===== src/rtl/softstart_pkg.sv =====
package softstart_pkg;
  typedef enum logic [1:0] {
    SS_OFF  = 2'd0,
    SS_RAMP = 2'd1,
    SS_RUN  = 2'd2,
    SS_STOP = 2'd3
  } ss_state_e;
endpackage


===== src/rtl/ss_sync2.sv =====
module ss_sync2 #(
  parameter int W = 1
) (
  input  logic         clk,
  input  logic         rst_n,
  input  logic [W-1:0] d,
  output logic [W-1:0] q
);
  logic [W-1:0] meta_q;
  logic [W-1:0] out_q;

  for (genvar i = 0; i < W; i++) begin : g_bit
    always_ff @(posedge clk or negedge rst_n) begin
      if (!rst_n) begin
        meta_q[i] <= 1'b0;
        out_q[i]  <= 1'b0;
      end else begin
        meta_q[i] <= d[i];
        out_q[i]  <= meta_q[i];
      end
    end
  end

  assign q = out_q;
endmodule


===== src/rtl/ss_uvlo.sv =====
module ss_uvlo #(
  parameter int SUPPLY_W   = 8,
  parameter int START_CODE = 176,
  parameter int STOP_CODE  = 144
) (
  input  logic                clk,
  input  logic                rst_n,
  input  logic [SUPPLY_W-1:0] code_i,
  output logic                ok_o
);
  localparam logic [SUPPLY_W-1:0] StartL = SUPPLY_W'(START_CODE);
  localparam logic [SUPPLY_W-1:0] StopL  = SUPPLY_W'(STOP_CODE);

  logic ok_q;

  always_ff @(posedge clk or negedge rst_n) begin
    if (!rst_n)                       ok_q <= 1'b0;
    else if (!ok_q && code_i >= StartL) ok_q <= 1'b1;
    else if (ok_q && code_i < StopL)    ok_q <= 1'b0;
  end

  assign ok_o = ok_q;


  uvlo_rise_chk: assert property (@(posedge clk) disable iff (!rst_n)
    $rose(ok_q) |-> $past(code_i) >= StartL);

  uvlo_fall_chk: assert property (@(posedge clk) disable iff (!rst_n)
    $fell(ok_q) |-> $past(code_i) < StopL);
endmodule


===== src/rtl/ss_fsm.sv =====
module ss_fsm
  import softstart_pkg::*;
#(
  parameter int LEVEL_W   = 10,
  parameter int LEVEL_MAX = 1000,
  parameter int DIS_THR   = 100,
  parameter int STOP_MULT = 10
) (
  input  logic               clk,
  input  logic               rst_n,
  input  logic               hard_i,
  input  logic               ocp_i,
  input  logic               dis_i,
  input  logic               tick_i,
  output ss_state_e          state_o,
  output logic [LEVEL_W-1:0] level_o
);
  localparam logic [LEVEL_W-1:0] MaxL  = LEVEL_W'(LEVEL_MAX);
  localparam logic [LEVEL_W-1:0] ThrL  = LEVEL_W'(DIS_THR);
  localparam logic [LEVEL_W-1:0] StepL = LEVEL_W'(STOP_MULT);

  ss_state_e          st_q;
  logic [LEVEL_W-1:0] lvl_q;

  always_ff @(posedge clk or negedge rst_n) begin
    if (!rst_n) begin
      st_q  <= SS_OFF;
      lvl_q <= '0;
    end else if (hard_i) begin
      st_q  <= SS_OFF;
      lvl_q <= '0;
    end else begin
      case (st_q)
        SS_OFF: begin
          lvl_q <= '0;
          if (!ocp_i && !dis_i) st_q <= SS_RAMP;
        end
        SS_RAMP, SS_RUN: begin
          if (ocp_i) begin
            st_q <= SS_STOP;
          end else if (dis_i) begin
            st_q  <= SS_OFF;
            lvl_q <= '0;
          end else if (st_q == SS_RAMP) begin
            if (lvl_q >= MaxL)  st_q  <= SS_RUN;
            else if (tick_i)    lvl_q <= lvl_q + 1'b1;
          end
        end
        SS_STOP: begin
          if (lvl_q < ThrL) begin
            st_q  <= SS_OFF;
            lvl_q <= '0;
          end else if (tick_i) begin
            lvl_q <= (lvl_q < StepL) ? '0 : lvl_q - StepL;
          end
        end
        default: begin
          st_q  <= SS_OFF;
          lvl_q <= '0;
        end
      endcase
    end
  end

  assign state_o = st_q;
  assign level_o = lvl_q;


  level_cap_chk: assert property (@(posedge clk) disable iff (!rst_n)
    lvl_q <= MaxL);

  hard_clear_chk: assert property (@(posedge clk) disable iff (!rst_n)
    hard_i |=> (lvl_q == '0 && st_q == SS_OFF));

  ramp_step_chk: assert property (@(posedge clk) disable iff (!rst_n)
    (st_q == SS_RAMP && tick_i && !hard_i && !ocp_i && !dis_i && lvl_q < MaxL)
      |=> lvl_q == $past(lvl_q) + 1'b1);

  stop_falls_chk: assert property (@(posedge clk) disable iff (!rst_n)
    (st_q == SS_STOP) |=> lvl_q <= $past(lvl_q));

  ocp_over_dis_chk: assert property (@(posedge clk) disable iff (!rst_n)
    ((st_q == SS_RUN || st_q == SS_RAMP) && ocp_i && !hard_i) |=> st_q == SS_STOP);
endmodule


===== src/rtl/softstart_seq.sv =====
module softstart_seq
  import softstart_pkg::*;
#(
  parameter int SUPPLY_W   = 8,
  parameter int LEVEL_W    = 10,
  parameter int START_CODE = 176,
  parameter int STOP_CODE  = 144,
  parameter int LEVEL_MAX  = 1000,
  parameter int DIS_THR    = 100,
  parameter int STOP_MULT  = 10
) (
  input  logic                clk,
  input  logic                rst_n,
  input  logic [SUPPLY_W-1:0] supply_code,
  input  logic                ref_good,
  input  logic                ext_disable,
  input  logic                overcurrent,
  input  logic                rate_tick,
  input  logic [LEVEL_W-1:0]  ctrl_in,
  output logic [LEVEL_W-1:0]  ss_level,
  output logic [LEVEL_W-1:0]  ctrl_out,
  output logic                out_en
);
  localparam logic [LEVEL_W-1:0] ThrL = LEVEL_W'(DIS_THR);

  logic [2:0]         raw_flags;
  logic [2:0]         syn_flags;
  logic               supply_ok;
  logic               hard_fault;
  ss_state_e          state;
  logic [LEVEL_W-1:0] level;

  assign raw_flags = {~ref_good, overcurrent, ext_disable};

  ss_sync2 #(.W(3)) u_sync (
    .clk   (clk),
    .rst_n (rst_n),
    .d     (raw_flags),
    .q     (syn_flags)
  );

  ss_uvlo #(
    .SUPPLY_W  (SUPPLY_W),
    .START_CODE(START_CODE),
    .STOP_CODE (STOP_CODE)
  ) u_uvlo (
    .clk    (clk),
    .rst_n  (rst_n),
    .code_i (supply_code),
    .ok_o   (supply_ok)
  );

  assign hard_fault = !supply_ok || syn_flags[2];

  ss_fsm #(
    .LEVEL_W  (LEVEL_W),
    .LEVEL_MAX(LEVEL_MAX),
    .DIS_THR  (DIS_THR),
    .STOP_MULT(STOP_MULT)
  ) u_fsm (
    .clk     (clk),
    .rst_n   (rst_n),
    .hard_i  (hard_fault),
    .ocp_i   (syn_flags[1]),
    .dis_i   (syn_flags[0]),
    .tick_i  (rate_tick),
    .state_o (state),
    .level_o (level)
  );

  always_comb begin
    out_en   = (state == SS_RAMP || state == SS_RUN) && (level >= ThrL);
    ss_level = level;
    if (state == SS_RUN) ctrl_out = ctrl_in;
    else                 ctrl_out = (ctrl_in < level) ? ctrl_in : level;
  end


  en_thr_chk: assert property (@(posedge clk) disable iff (!rst_n)
    out_en |-> ss_level >= ThrL);

  clamp_chk: assert property (@(posedge clk) disable iff (!rst_n)
    !out_en |-> ctrl_out <= ss_level);

  ocp_off_chk: assert property (@(posedge clk) disable iff (!rst_n)
    (syn_flags[1] && !hard_fault) |=> !out_en);
endmodule


===== config.mk =====
export PLATFORM = sky130hd
export DESIGN_NAME = softstart_seq
export DESIGN_NICKNAME = d
export VERILOG_FILES = /design/src/rtl/softstart_pkg.sv /design/src/rtl/ss_sync2.sv /design/src/rtl/ss_uvlo.sv /design/src/rtl/ss_fsm.sv /design/src/rtl/softstart_seq.sv
export SDC_FILE = /design/constraint.sdc
export NUM_CORES = 1
export LEC_CHECK = 0
export ABC_CLOCK_PERIOD_IN_PS = 2400
export BUFFER_PORTS_ARGS = -buffer_cell sky130_fd_sc_hd__buf_2
export CAP_MARGIN = 20
export CORE_MARGIN = 1.5
export CORE_UTILIZATION = 30
export DETAILED_ROUTE_END_ITERATION = 8
export PLACE_DENSITY = 0.54
export SLEW_MARGIN = 40
export SYNTH_ARGS = -nofsm -noshare
export SYNTH_HDL_FRONTEND = slang
export SYNTH_HIERARCHICAL = 1
export SYNTH_SLANG_ARGS = --single-unit
export TNS_END_PERCENT = 5

===== constraint.sdc =====
create_clock -name clk -period 2.4 [get_ports clk]
set_input_delay 0.36 -clock clk [delete_from_list [all_inputs] [get_ports clk]]
set_output_delay 0.36 -clock clk [all_outputs]
set_load 0.05 [all_outputs]

Word-level counts from Yosys, hierarchy flattened:

Index checks and enable logic that the tools add are counted.

* add/subtract/negate cells: 2
* order comparisons: 7
* equality and inequality tests: 12
* mux-type cells: 22
* bitwise operators: 1
* reductions and logical operators: 14

Operators by type and width (number)
* $mux 10: 11
* $pmux 10 s3: 1
* $mux 2: 7
* $ne 4x4->1 const B: 3
* $add 10x1->10 const B: 1
* $ge 10x10->1 const B: 1
* $ge 10x7->1 const B: 1
* $lt 10x10->1: 1
* $lt 10x4->1 const B: 1
* $lt 10x7->1 const B: 1
* $sub 10x4->10 const B: 1
* $ge 8x8->1 const B: 1
* $lt 8x8->1 const B: 1
* $ne 3x2->1 const B: 2
* $pmux 2 s3: 1
* $ne 5x4->1 const B: 1
* $ne 5x5->1 const B: 1
* $reduce_and 5->1: 1
* $eq 2x2->1 const B: 2
* $logic_and 1x1->1: 4
* $ne 4x3->1 const B: 1
* $reduce_and 4->1: 1
* $logic_not 1->1: 3
* $ne 3x3->1 const B: 1
* 7 further kinds: 9

* bits in registers: 19
* bits of input ports: 24
* output and inout bits: 21
* word-level logic and storage cells: 67

Depth between registers and ports, before layout:

Gate-level depths: netlist of run 1.

* depth in word-level cells: 8
* mapped depth: 8
* depth with buffers taken out: 7

By module:

The synthesis of run 1 kept the hierarchy.

By module, submodules not included
* ss_fsm: instances 1, cells an instance 129, area an instance 1114.8 um^2, sequential area each 300.3 um^2
* softstart_seq: instances 1, cells an instance 106, area an instance 680.7 um^2, sequential area each 0.0 um^2
* ss_sync2: instances 1, cells an instance 6, area an instance 150.1 um^2, sequential area each 150.1 um^2
* ss_uvlo: instances 1, cells an instance 3, area an instance 43.8 um^2, sequential area each 25.0 um^2

Worst setup path before layout of run 1:

No wires, ideal clock.

* path type: register to output
* from: reg u_fsm.lvl_q[3] (netlist: u_fsm/level_o[3])
* to: out ctrl_out[0]
* data arrival time: 2451 ps
* required time: 2040 ps
* path slack: -411 ps
* stages on the path, launching flop included: 9
* path buffers: 1
* cell sequence: dfrtp_1 inv_1 ha_1 a211o_1 a21oi_1 o21a_1 buf_6 nor4b_1 nand4b_1

* cells in the longest elaborated chain, start to end: 3

Ends and longest elaborated chain
* start: declaration: RTL line ss_fsm.sv:23 `logic [LEVEL_W-1:0] lvl_q;`
* start signal: assignment: RTL line ss_fsm.sv:46 `else if (tick_i) lvl_q <= lvl_q + 1'b1;`
* start signal: assignment: RTL line ss_fsm.sv:54 `lvl_q <= (lvl_q < StepL) ? '0 : lvl_q - StepL;`
* $lt 10x10->1: RTL line softstart_seq.sv:75 `else ctrl_out = (ctrl_in < level) ? ctrl_in : level;`
* $mux 10: RTL line softstart_seq.sv:75
* $mux 10: RTL line softstart_seq.sv:74 `if (state == SS_RUN) ctrl_out = ctrl_in;`
* end: declaration: RTL line softstart_seq.sv:21 `output logic [LEVEL_W-1:0] ctrl_out,`

No other way between the ends.

Worst setup path after layout of run 1:

* from: reg u_fsm.lvl_q[3] (netlist: u_fsm/level_o[3])
* to: out ctrl_out[7]

The elaborated chain is that of the path after synthesis.

==> results of run 1 <==
==> flip-flops by register name, indices dropped and copies added, names as in the netlist <==
signal and count:
u_sync/meta_q 3, u_fsm/state_o 2, u_uvlo/ok_o 1, u_sync/q 3
u_fsm/level_o 10
==> metal layers <==
metal | vias to the layer above | GRT usage (%) | part of all wire [%]
li1 | 1010 | - | -
met1 | 1002 | 20.9 | 46
met2 | 54 | 27.6 | 49
met3 | 2 | 1.47 | 4.8
met4 | 0 | 2.20 | 0.18
met5 | - | 0 | 0
==> cell type report <==
class	instances	area (sq um)
inverter	19	73.8
timing repair buffer	59	505
clock buffer	4	45.0
sequential	19	489
fill	644	3730
multi-input combinational	189	1450
tap	77	96.3
==> cell usage in the layout, fill, tap and decap left out, drive strengths merged, types with 9 or more instances in the layout <==
cell type,instances
a21oi,10
a31oi,10
buf,58
dfrtp,19
ha,18
inv,19
nand2,23
nand3,24
nor2,11
nor3,12
o21ai,11
o41a,9
==> power breakdown <==
group / switching (W) / total [W] / leakage, nW / internal [W]
clock network: 0.000105 / 0.000223 / 0.0228 / 0.000118
registers: 0.00000572 / 0.000333 / 0.234 / 0.000328
logic: 0.000152 / 0.000260 / 0.854 / 0.000108
==> metrics by stage <==
step / worst slack [ns] / setup TNS (ns) / utilization [%]
finish: -0.154 / -1.34 / 41.6
global route: -0.249 / -2.32 / 41.6
CTS: -0.141 / -1.33 / 39.6
detailed placement: 0.0849 / 0 / 37.1
global placement: 0.106 / 0 / 37.1
floorplan: -0.0882 / -0.225 / -
==> worst min-delay path by stage <==
stage                     startpoint                to  cells past startpoint
floorplan                      rst_n  u_fsm/level_o[0]                      0
global placement    u_sync/meta_q[2]       u_sync/q[2]                      0
detailed placement             rst_n  u_sync/meta_q[0]                      1
CTS                            rst_n  u_sync/meta_q[1]                      1
global route                   rst_n       u_sync/q[1]                      1
finish                         rst_n  u_sync/meta_q[1]                      1
==> timing repair <==
action / 4_1_cts / 5_1_grt
pin swaps: 0 / 12
gates cloned: 1 / 1
hold buffers: 0 / 0
setup endpoints to repair: 10 / 10
gates resized for setup: 24 / 27
buffers inserted: 2 / 0
==> worst max-delay path, cell delays in order, from the launching register on <==
cell       delay (ns)
dfrtp_4          0.49
inv_4            0.08
ha_4             0.19
a211o_1          0.29
a21oi_2          0.11
o21a_2           0.17
buf_6            0.13
clkbuf_16        0.14
nand3_2          0.07
nand3_2          0.09
buf_8            0.15
==> cells by family after synthesis <==
logic type               after synthesis  synth area share (%)
AO/OA/AOI/OAI                         73                  28.7
XOR/XNOR                               7                  3.08
adder cells (fa/ha/maj)               19                  11.9
buffers and inverters                 36                  8.68
flip-flops                            19                  23.9
AND/OR/NAND/NOR                       90                  23.7
==> qor.yml, run 1 <==
max_freq_ghz: 0.392
clockRootBuffer: "clkbuf_8"
syn-mean-instance-area_sq_um: 8.15
r2r_cells: 7
rows: 29
endpoint_kind: "primary output"
ys_types: 55
drcViolationCount: 0
synth.most_common_cell: "nand3_1"
placedCellCount: 360
drtIter0Drc: 93
wl_mm: 5.62
yosysSeqAreaShare_pct: 23.9
wl_per_cell_microns: 15.3
ys_seq_elements: 19
vdd_drop_max_uv: 185
insertion_delay_ns: 0.25
start_kind: "flip-flop"
netlist_area_sq_um: 1990
total_power_w: 0.000816
async_flop_share_pct: 100
finalHoldViolations: 0
layout.nets: 333
antenna_cells_inserted: 0
drv_cap: 0
drv_slew: 0
clk_path_buf_depth: 2
setup_slack_ns: -0.154
final_cell_area_sq_um: 2660
die_area_sq_um: 7130
grt_pass1_wl_mm: 9.23
status: "finished with violations"
die_w_microns: 84.4
cts_made_buffers: 3
die_h_microns: 84.4
fin_cells: 367
max_slew.worst_pin.slew_ns: 0.670
cts_tree: "done"
drive_gt1_share_pct: 37.9
critPathRequiredTime_ns: 2.04
synth_area_leaders: "dfrtp_1, ha_1, nand3_1, o41a_1, nand2_1"
num_io_pins: 45
startpoint: "u_fsm/level_o[3]"
grt_max_degree: 31
hpwl_mm: 4.03
period_minus_slack_ns: 2.55
placed_area_sq_um: 2370
hold_slack_ns: 0.0466
grt_antenna_before_repair: 0
area_delta_synth_final_pct: 33.6
clock-sinks: 19
htree_levels: 1
crit_type: "reg2out"
synth_top_cell_by_area: "dfrtp_1"
dr.pass1.iters: 4
core_area_sq_um: 6390
ys_top_cells_by_count: "nand3_1, nand2_1, dfrtp_1, inv_1, ha_1"
reg2reg_from: "u_fsm/state_o[0]"
synth_warnings: 6
port-buffer-count: 40
synth_cells: 244
synth_fp_nets: 286
yosysTopAreaCellShare_pct: 23.9
place_congestion: 0.796
crit-reg2reg-capture: "u_fsm/level_o[7]"
clk_pin_slew_worst_paths_ns: 0.07
via_count: 2068
slew_headroom_pct: 54.9
p_per_area_nw_per_um2: 307
track_usage_pct: 15.5
first_global_vias: 1910
yosys_most_used_dff: "dfrtp_1"
leakagePower_nw: 1.11
reg2reg_slack_ns: 0.32
grt.overflow.total: 0
min_path_type: "in2async"
initial_core_util_pct: 31.2
avgViaCountPerCell: 5.63
violations: "setup timing"
rsz0062_at_grt: "true"
finalSetupViolCount: 10
ant_nets: 0
critPathArrivalTime_ns: 2.19
synth-edff-count: 0
critical_path.endpoint: "ctrl_out[7]"
fin_skew_ns: 0.00286
critPathMaxFanout: 4
fin_crit_sh_pct: 106
(Power assumes the default switching activity.)
==> run 2: changes to the inputs <==
- ABC_CLOCK_PERIOD_IN_PS: 2400 -> 3200
- CORE_UTILIZATION: 30 -> 23
- PLACE_DENSITY: 0.54 -> 0.46
- clock period: 2.4 -> 3.2 ns (I/O delays scaled with it)
==> run 2 against run 1 <==
Critical path depth decreased by 1. Clock-buffer cell count decreased by 1. Die area increased by 29%. Global-route usage decreased by 3.1 points. Combinational power decreased by 44%. First-iteration DRC count increased by 17%. Sequential share of layout area increased by 1.9 points. The flow now finishes without violations. Largest cell class unchanged. Flip-flop and latch count unchanged. Final cell count increased by 4.9%.
==> qor.yml, run 2 (synthesized netlist as in run 1, its figures left out) <==
track_usage_pct: 12.4  # was 15.5%
port-buffer-count: 40  # unchanged
clock-sinks: 19  # unchanged
leakagePower_nw: 0.974  # was 1.11 nW
drive_gt1_share_pct: 25.4  # was 37.9%
vdd_drop_max_uv: 214  # was 185 uV
max_freq_ghz: 0.343
finalSetupViolCount: 0  # was 10
grt_antenna_before_repair: 0  # unchanged
drv_cap: 0  # unchanged
dr.pass1.iters: 7  # was 4
critPathMaxFanout: 24  # was 4
clk_pin_slew_worst_paths_ns: 0.08  # was 0.07 ns
crit_family: "buffers and inverters"  # was compound AO/OA/AOI/OAI gates
cts_made_buffers: 3  # unchanged
hold_slack_ns: 0.149  # was 0.0466 ns
max_slew.worst_pin.slew_ns: 0.688  # was 0.670 ns
path_cells: "inv_1, ha_1, a21oi_1, o21a_2, buf_12, nor3b_1, a31oi_1, nand4b_1, buf_2"  # was inv_4, ha_4, a211o_1, a21oi_2, o21a_2, buf_6, clkbuf_16, nand3_2, nand3_2, buf_8
finalHoldViolations: 0  # unchanged
die_h_microns: 96.0  # was 84.4 microns
clockRootBuffer: "clkbuf_8"  # unchanged
status: "finished clean"  # was finished with violations
placedCellCount: 381  # was 360
hpwl_mm: 4.08  # was 4.03 mm
rows: 33  # was 29
endpoint_kind: "primary output"  # unchanged
clk_path_buf_depth: 2  # unchanged
cts_tree: "done"  # unchanged
area_delta_synth_final_pct: 18.2  # was 33.6%
avgViaCountPerCell: 5.23  # was 5.63
mostFrequentLayoutCells: "buf_2, nand3_1, nand2_1, inv_1, dfrtp_1"  # was buf_2, nand2_1, nand3_2, ha_1, inv_1
critPathRequiredTime_ns: 2.72  # was 2.04 ns
htree_levels: 1  # unchanged
drcViolationCount: 0  # unchanged
grt.overflow.total: 0  # unchanged
drtIter0Drc: 109  # was 93
start_kind: "flip-flop"  # unchanged
fin_cells: 385  # was 367
antenna_cells_inserted: 0  # unchanged
rsz0062_at_grt: "false"  # was true
crit_type: "reg2out"  # unchanged
period_minus_slack_ns: 2.92
critPathMaxStageDelay_ns: 0.52  # was 0.49 ns
first_global_vias: 1839  # was 1910
ant_nets: 0  # unchanged
grt_max_degree: 31  # unchanged
critPathBufInv: 3  # was 4
insertion_delay_ns: 0.26  # was 0.25 ns
cp_slowest_cell: "dfrtp_1"  # was dfrtp_4
wl_per_cell_microns: 14.5  # was 15.3 microns
num_io_pins: 45  # unchanged
final_common_cell: "buf_2"  # unchanged
core_area_sq_um: 8300  # was 6390 sq um
setup_slack_ns: 0.282  # was -0.154 ns
largest_reg_flops: 10  # unchanged
fin_skew_ns: 0.00290  # was 0.00286 ns
die_w_microns: 96.0  # was 84.4 microns
layout.nets: 323  # was 333
initial_core_util_pct: 24.0  # was 31.2%
min_path_type: "in2async"  # unchanged
drv_slew: 0  # unchanged
fin_crit_sh_pct: 91.2
place_congestion: 0.757  # was 0.796
via_count: 2013  # was 2068
critPathArrivalTime_ns: 2.44  # was 2.19 ns
die_area_sq_um: 9220  # was 7130 sq um
p_per_area_nw_per_um2: 243  # was 307 nW/um^2
hold_buffers: 0  # unchanged
slew_headroom_pct: 53.8  # was 54.9%
grt_pass1_wl_mm: 9.03  # was 9.23 mm
wl_mm: 5.57  # was 5.62 mm
dp_worst_setup_slack_ns: 0.450  # was 0.0849 ns
setup_tns_ns: 0  # was -1.34 ns
## run 2: changes by cell type in the layout (fill, tap and decap cells not counted), moves of 7 or more
cell,change
buf_2,+10
buf_8,-8
dfrtp_1,+8
dfrtp_2,-7
nand3_1,+18
nand3_2,-18
## run 2: power breakdown
part | total (W) | switching, W | internal (W)
Combinational | 0.000146 | 0.0000993 | 0.0000464
Clock | 0.000175 | 0.0000883 | 0.0000869
Sequential | 0.000250 | 0.00000432 | 0.000246
Total | 0.000571 | 0.000192 | 0.000379
## run 2: final cells by class
type,count,area (sq um)
Sequential cell,19,477
Clock inverter,1,5.00
Timing Repair Buffer,49,280
Inverter,19,71.3
Tap cell,105,131
Multi-Input combinational cell,189,1350
Fill cell,908,5950
Clock buffer,3,41.3
## run 2: through the flow
| stage | utilization, % | total power (W) | cell area, sq um |
|---|---|---|---|
| 2_1_floorplan | - | 0.000353 | 1990 |
| 3_3_place_gp | 27.7 | 0.000398 | 2300 |
| 3_5_place_dp | 27.7 | 0.000401 | 2300 |
| 4_1_cts | 28.3 | 0.000580 | 2350 |
| 5_1_grt | 28.3 | 0.000603 | 2350 |
| 6_report | 28.3 | 0.000571 | 2350 |
## run 2: worst reg2reg max path: stages (launching register included)
cell,delay [ns]
dfrtp_1,0.46
inv_1,0.09
ha_1,0.35
nand2b_1,0.23
o41ai_1,0.67
o31ai_1,0.17
a22o_1,0.21
## run 2: repair_timing
action / in CTS / in global routing
gates resized for setup: 0 / 2
setup buffers: 0 / 0
setup endpoints to repair: 0 / 3
## run 2: path summary, 6_finish.rpt
check / from / endpoint / slack, ns / cells past startpoint
setup / recovery: u_fsm/level_o[9] / ctrl_out[0] / 0.28 / 9
hold / removal: rst_n / u_sync/meta_q[1] / 0.15 / 1
setup reg to reg: u_fsm/state_o[0] / u_fsm/state_o[0] / 0.90 / 6
hold reg to reg: u_sync/meta_q[1] / u_sync/q[1] / 0.35 / 0
max in group asynchronous: rst_n / u_fsm/level_o[2] / 2.73 / 1
min in group clk: overcurrent / u_sync/meta_q[1] / 0.32 / 1
## run 2: routing by layer
metal | global-route usage, % | share of wire (%)
met1 | 16.7 | 48
met2 | 20.9 | 47
met3 | 2.37 | 4.9
met4 | 1.96 | 0.34
met5 | 0 | 0
